--- config.mk ---
export PLATFORM = sky130hd
export DESIGN_NAME = lzu_unit
export DESIGN_NICKNAME = d
export VERILOG_FILES = /design/src/rtl/lzu_pkg.sv /design/src/rtl/lzu_decode.sv /design/src/rtl/lzu_bool.sv /design/src/rtl/lzu_zap.sv /design/src/rtl/lzu_unit.sv
export SDC_FILE = /design/constraint.sdc
export NUM_CORES = 1
export LEC_CHECK = 0
export BUFFER_PORTS_ARGS = -buffer_cell sky130_fd_sc_hd__buf_2
export CORE_MARGIN = 8
export CORE_UTILIZATION = 40
export DETAILED_ROUTE_END_ITERATION = 8
export GPL_TIMING_DRIVEN = 1
export PLACE_DENSITY_LB_ADDON = 0.15
export SETUP_SLACK_MARGIN = 0.4
export SLEW_MARGIN = 20
export SYNTH_ARGS = -nofsm -noshare
export SYNTH_HDL_FRONTEND = slang
export SYNTH_HIERARCHICAL = 1
export SYNTH_SLANG_ARGS = --single-unit
--- constraint.sdc ---
create_clock -name vclk -period 3.25
set_input_delay 0.4875 -clock vclk [all_inputs]
set_output_delay 0.4875 -clock vclk [all_outputs]
set_load 0.005 [all_outputs]
--- src/rtl/lzu_pkg.sv ---
package lzu_pkg;
  localparam int FUNC_W = 7;

  typedef enum logic [FUNC_W-1:0] {
    FN_AND   = 7'h00,
    FN_ANDN  = 7'h08,
    FN_OR    = 7'h20,
    FN_ORN   = 7'h28,
    FN_ZKEEP = 7'h30,
    FN_ZCLR  = 7'h31,
    FN_XOR   = 7'h40,
    FN_XNOR  = 7'h48
  } lzu_fn_e;

  typedef enum logic [1:0] {
    OP_AND = 2'd0,
    OP_OR  = 2'd1,
    OP_XOR = 2'd2,
    OP_ZAP = 2'd3
  } lzu_op_e;

  typedef struct packed {
    lzu_op_e op;
    logic    inv_b;
    logic    clr_on_one;
    logic    legal;
  } lzu_ctrl_t;
endpackage

--- src/rtl/lzu_decode.sv ---
module lzu_decode
  import lzu_pkg::*;
(
  input  logic [FUNC_W-1:0] func_i,
  output lzu_ctrl_t         ctrl_o
);
  always_comb begin
    ctrl_o = '{op: OP_AND, inv_b: 1'b0, clr_on_one: 1'b0, legal: 1'b1};
    case (func_i)
      FN_AND:   ctrl_o.op = OP_AND;
      FN_ANDN:  begin ctrl_o.op = OP_AND; ctrl_o.inv_b = 1'b1; end
      FN_OR:    ctrl_o.op = OP_OR;
      FN_ORN:   begin ctrl_o.op = OP_OR;  ctrl_o.inv_b = 1'b1; end
      FN_XOR:   ctrl_o.op = OP_XOR;
      FN_XNOR:  begin ctrl_o.op = OP_XOR; ctrl_o.inv_b = 1'b1; end
      FN_ZKEEP: ctrl_o.op = OP_ZAP;
      FN_ZCLR:  begin ctrl_o.op = OP_ZAP; ctrl_o.clr_on_one = 1'b1; end
      default:  ctrl_o.legal = 1'b0;
    endcase
  end
endmodule

--- src/rtl/lzu_bool.sv ---
module lzu_bool
  import lzu_pkg::*;
#(
  parameter int DATA_W = 64
) (
  input  logic [DATA_W-1:0] a_i,
  input  logic [DATA_W-1:0] b_i,
  input  lzu_op_e           op_i,
  input  logic              inv_b_i,
  output logic [DATA_W-1:0] y_o
);
  logic [DATA_W-1:0] b_eff;

  assign b_eff = inv_b_i ? ~b_i : b_i;

  always_comb begin
    case (op_i)
      OP_AND:  y_o = a_i & b_eff;
      OP_OR:   y_o = a_i | b_eff;
      OP_XOR:  y_o = a_i ^ b_eff;
      default: y_o = '0;
    endcase
  end
endmodule

--- src/rtl/lzu_zap.sv ---
module lzu_zap #(
  parameter int DATA_W = 64,
  parameter int LANE_W = 8
) (
  input  logic [DATA_W-1:0]        a_i,
  input  logic [DATA_W/LANE_W-1:0] sel_i,
  input  logic                     clr_on_one_i,
  output logic [DATA_W-1:0]        y_o
);
  localparam int NUM_LANES = DATA_W / LANE_W;

  for (genvar g = 0; g < NUM_LANES; g++) begin : g_lane
    logic keep;
    // polarity: keep when sel differs from the clear level
    assign keep = sel_i[g] ^ clr_on_one_i;
    assign y_o[g*LANE_W +: LANE_W] = keep ? a_i[g*LANE_W +: LANE_W] : '0;
  end
endmodule

--- src/rtl/lzu_unit.sv ---
module lzu_unit
  import lzu_pkg::*;
#(
  parameter int DATA_W = 64,
  parameter int LANE_W = 8
) (
  input  logic [DATA_W-1:0] a_i,
  input  logic [DATA_W-1:0] b_i,
  input  logic [FUNC_W-1:0] func_i,
  output logic [DATA_W-1:0] result_o,
  output logic              illegal_o
);
  localparam int NUM_LANES = DATA_W / LANE_W;

  lzu_ctrl_t         ctrl;
  logic [DATA_W-1:0] bool_y;
  logic [DATA_W-1:0] zap_y;

  lzu_decode u_decode (
    .func_i (func_i),
    .ctrl_o (ctrl)
  );

  lzu_bool #(.DATA_W(DATA_W)) u_bool (
    .a_i     (a_i),
    .b_i     (b_i),
    .op_i    (ctrl.op),
    .inv_b_i (ctrl.inv_b),
    .y_o     (bool_y)
  );

  lzu_zap #(.DATA_W(DATA_W), .LANE_W(LANE_W)) u_zap (
    .a_i          (a_i),
    .sel_i        (b_i[NUM_LANES-1:0]),
    .clr_on_one_i (ctrl.clr_on_one),
    .y_o          (zap_y)
  );

  always_comb begin
    if (!ctrl.legal)          result_o = '0;
    else if (ctrl.op == OP_ZAP) result_o = zap_y;
    else                      result_o = bool_y;
  end

  assign illegal_o = ~ctrl.legal;
endmodule

Word-level counts from Yosys, hierarchy flattened
Cells that the tools add are included.
{"block": "totals", "out_inout_bits": 65, "ff_bits": 0, "in_bits": 135, "wordCells": 46}
{"block": "op_classes", "n_mux": 16, "eq_ne": 10, "bitwise_logic": 13, "n_reduce_logical": 7}
{"operator": "64-bit 2-to-1 mux", "n": 3}
{"operator": "64-bit one-hot mux with 3 select lines", "n": 1}
{"operator": "64-bit AND", "n": 1}
{"operator": "8-bit 2-to-1 mux", "n": 8}
{"operator": "64-bit NOT", "n": 1}
{"operator": "64-bit bitwise OR", "n": 1}
{"operator": "64-bit XOR", "n": 1}
{"operator": "7-bit by 6-bit equality test with 1-bit output (second input constant)", "n": 4}
{"operator": "7-bit equality test (second input constant)", "n": 2}
{"operator": "8-bit OR reduction", "n": 1}
{"operator": "1-bit XOR", "n": 8}
{"operator": "7-bit by 4-bit equality test with 1-bit output (second input constant)", "n": 1}
{"operator": "7-bit zero test", "n": 1}
{"operator": "2-bit one-hot mux with 3 select lines", "n": 1}
{"operator": "2-bit OR reduction", "n": 3}
{"operator": "2-bit equality test (second input constant)", "n": 2}
{"operator": "1-bit 2-to-1 mux", "n": 3}
{"operator": "3-bit OR reduction", "n": 1}
{"operator": "2-bit by 1-bit equality test with 1-bit output (second input constant)", "n": 1}
{"operator": "2-bit zero test", "n": 1}
{"operator": "1-bit NOT", "n": 1}

Longest topological paths before layout
{"block": "depth", "depth_word": 8, "depth_mapped": 11, "mapped_depth_nobuf": 9}

Hierarchy
Netlist, hierarchy kept.
{"mod": "lzu_bool", "instances": 1, "seq_area_each_um2": 0.0, "cells_each": 477, "area_per_inst_um2": 3955.0}
{"mod": "lzu_unit", "instances": 1, "seq_area_each_um2": 0.0, "cells_each": 229, "area_per_inst_um2": 1482.7}
{"mod": "lzu_zap", "instances": 1, "seq_area_each_um2": 0.0, "cells_each": 73, "area_per_inst_um2": 551.8}
{"mod": "lzu_decode", "instances": 1, "seq_area_each_um2": 0.0, "cells_each": 11, "area_per_inst_um2": 95.1}

Least setup slack after synthesis
OpenSTA, ideal clock, no wires.
{"block": "synth_path", "path_type": "input port to output port", "start": "input port func_i[6]", "end": "output port result_o[0]", "path_slack_ns": 0.383, "cell_stages": 11, "required_ns": 2.762, "arrival_ns": 2.380, "n_path_buf": 2, "cell_sequence": "a211o_2 > nor4b_1 > buf_6 > buf_8 > xor2_1 > inv_1 > ha_1 > mux2i_1 > o22ai_1 > nand2_1 > o21ai_0"}
{"element": "start, declared", "line": "lzu_unit.sv:9", "text": "input logic [FUNC_W-1:0] func_i,"}
{"element": "end, declared", "line": "lzu_unit.sv:10", "text": "output logic [DATA_W-1:0] result_o,"}

==> flow_summary.yaml <==
worst_setup_path:
  critPathArrivalTime_ns: 2.67
  cp.required_ns: 2.76
  critPathSlowestCell: "a211o_4"
  slowest_delay_ns: 0.34
  crit_fanout: 8
  crit_type: "input port to primary output"
  start_kind: "input port"
  crit_buf_inv: 6
  cp_common_cell: "buf_6"
  crit_chain: "buf_6 -> a211o_4 -> nor4b_4 -> buf_6 -> buf_8 -> buf_12 -> xor2_2 -> inv_1 -> ha_1 -> mux2i_1 -> o22ai_1 -> nand2_1 -> o21ai_2 -> buf_2"
  cpLargestDelayFamily: "buffers and inverters"
  crit_path_end_kind: "primary output"
synthesis:
  yosysUniqueCellTypes: 29
  synth.avg_cell_area_sq_um: 7.70
  syn_nets: 1053
  synth_top_area_share_pct: 26.3
  synth.area.top_cells: "ha_1 26%, mux2i_1 11%, xor2_1 10%, o21ai_2 8.6%, inv_1 8.0%"
  post-synth-top-area-cell: "ha_1"
  synth.most_common_cell: "inv_1"
  syn_inst: 790
  synthTopCellsByCount: "129 x inv_1, 128 x ha_1, 71 x xor2_1"
  netlist_area_sq_um: 6080
  ys_seq_area_share_pct: 0
  yosysWarnings: 6
timing:
  drv_slew: 0
  setup_ws_ns: 0.0925
  hold_viol: 0
  tightest_slew_ns: 0.569
  slew_headroom_pct: 62.0
  fmax_ghz: 0.317
  finalSetupViolations: 0
  fin_hold_ws_ns: 1.45
  rsz0062_at_grt: "yes"
  period_minus_slack_ns: 3.16
  period_share_pct: 97.2
final_layout:
  multiInputGateArea_sq_um: 5680
  area_growth_pct: 42.8
  seq_area_sq_um: 0
  fillers: 1421
  final_area_sq_um: 8690
  utilization_pct: 57.8
  final.clkbuf_count: 0
  drive_gt1_share_pct: 48.5
  n_sequential_cell: 0
  nets: 1309
global_route:
  grt_pass1_vias: 6166
  overflow: 0
  gr-usage-all-layers_pct: 18.3
  grt_max_degree: 67
  grt_pass1_wl_mm: 30.7
  antenna_found_initial: 3
drt:
  drc: 0
  avgViaCountPerCell: 5.05
  wire_per_inst_um: 15.1
  detail-route-antenna-nets: 0
  routed_wl_mm: 18.7
  dr.pass1.iters: 4
  dr.first_iter.drc_count: 229
  vias: 6232
job:
  max_cap_viol_count: 0
min_path:
  hp-class: "input port to primary output"
power:
  powerDensity_nw_per_um2: 78.1
  leakage_nw: 4.54
  irDropWorstVdd_mv: 0.0430
die:
  num_rows: 45
  start_util_pct: 40.5
  die_h_um: 139
  core-area_sq_um: 15000
  pin_count: 200
  die_w_um: 139
  dieArea_sq_um: 19400
clocking:
  cts.hold.buffers_added: 0
placement:
  place_worst_setup_slack_ns: -0.0509
  place.gp.congestion: 0.810
  dpl_cell_area_sq_um: 7670
  io_buffer_count: 200
  hpwl_mm: 13.6
run_status:
  status: "completed"
[cell type report]
| type | instances | share of cell area, % |
|---|---|---|
| Antenna cell | 2 | 0.0576 |
| Inverter | 129 | 5.57 |
| Multi-Input combinational cell | 597 | 65.4 |
| Tap cell | 188 | 2.71 |
| Timing Repair Buffer | 318 | 26.3 |
[routing by layer]
layer  wire [um]  track usage [%]  vias up
met4         110             1.96        2
met1        8300             23.1     2938
met2        9430             33.3      139
li1            -                -     3143
met3         809             2.29       10
met5          13                0        -
[layout by cell type, fill, tap and decap left out, drive strengths merged]
cell / netlist / final
and4b: 1 / 1
diode: 0 / 2
xor2: 71 / 71
clkbuf: 1 / 2
a211o: 1 / 1
nand4bb: 1 / 1
nor4b: 2 / 2
and2: 66 / 66
nand4: 64 / 64
o21ai: 64 / 64
ha: 128 / 128
buf: 63 / 315
bufbuf: 0 / 1
xnor2: 1 / 1
inv: 129 / 129
mux2i: 65 / 65
o22ai: 64 / 64
a21boi: 2 / 2
nor2: 1 / 1
nand2: 64 / 64
nand2b: 1 / 1
or4b: 1 / 1
[worst paths after layout]
kind | start | endpoint | slack [ns] | depth (start not counted)
min | a_i[60] | result_o[60] | 1.45 | 5
max | func_i[6] | result_o[58] | 0.09 | 14
[kinds of logic after synthesis]
family | count (synthesis) | share of synthesized area, %
AND/OR/NAND/NOR | 201 | 19.5
XOR/XNOR | 72 | 10.4
buffers and inverters | 193 | 17.2
multiplexers | 65 | 10.7
AO/OA/AOI/OAI | 131 | 16.0
adder cells (fa/ha/maj) | 128 | 26.3
[worst min-delay path, cell delays in order]
cell     delay [ns]
buf_2          0.10
and2_1         0.11
nand4_1        0.09
o21ai_2        0.06
buf_2          0.10
[report_power, final]
group          switching (mW)  leakage, nW  internal [mW]
Sequential                  0            0              0
Combinational           0.326         4.54          0.352
Clock                       0    0.0000127   0.0000000824
Total                   0.326         4.54          0.352
[through the flow]
stage                     cells  setup TNS [ns]  total power [mW]
final                      1234               0             0.679
after global routing       1234          -0.592             0.762
after CTS                  1229               0             0.663
after detailed placement   1207          -0.337             0.608
after global placement     1207          -0.152             0.593
after floorplan             790               0             0.336
[what timing repair did]
item / CTS / global route
gates cloned: 5 / 2
pin swaps: 21 / 22
resized for setup: 86 / 23
endpoints found under the setup margin: 64 / 64
buffers inserted: 17 / 1
No activity file was read; power rests on OpenSTA's default activity.
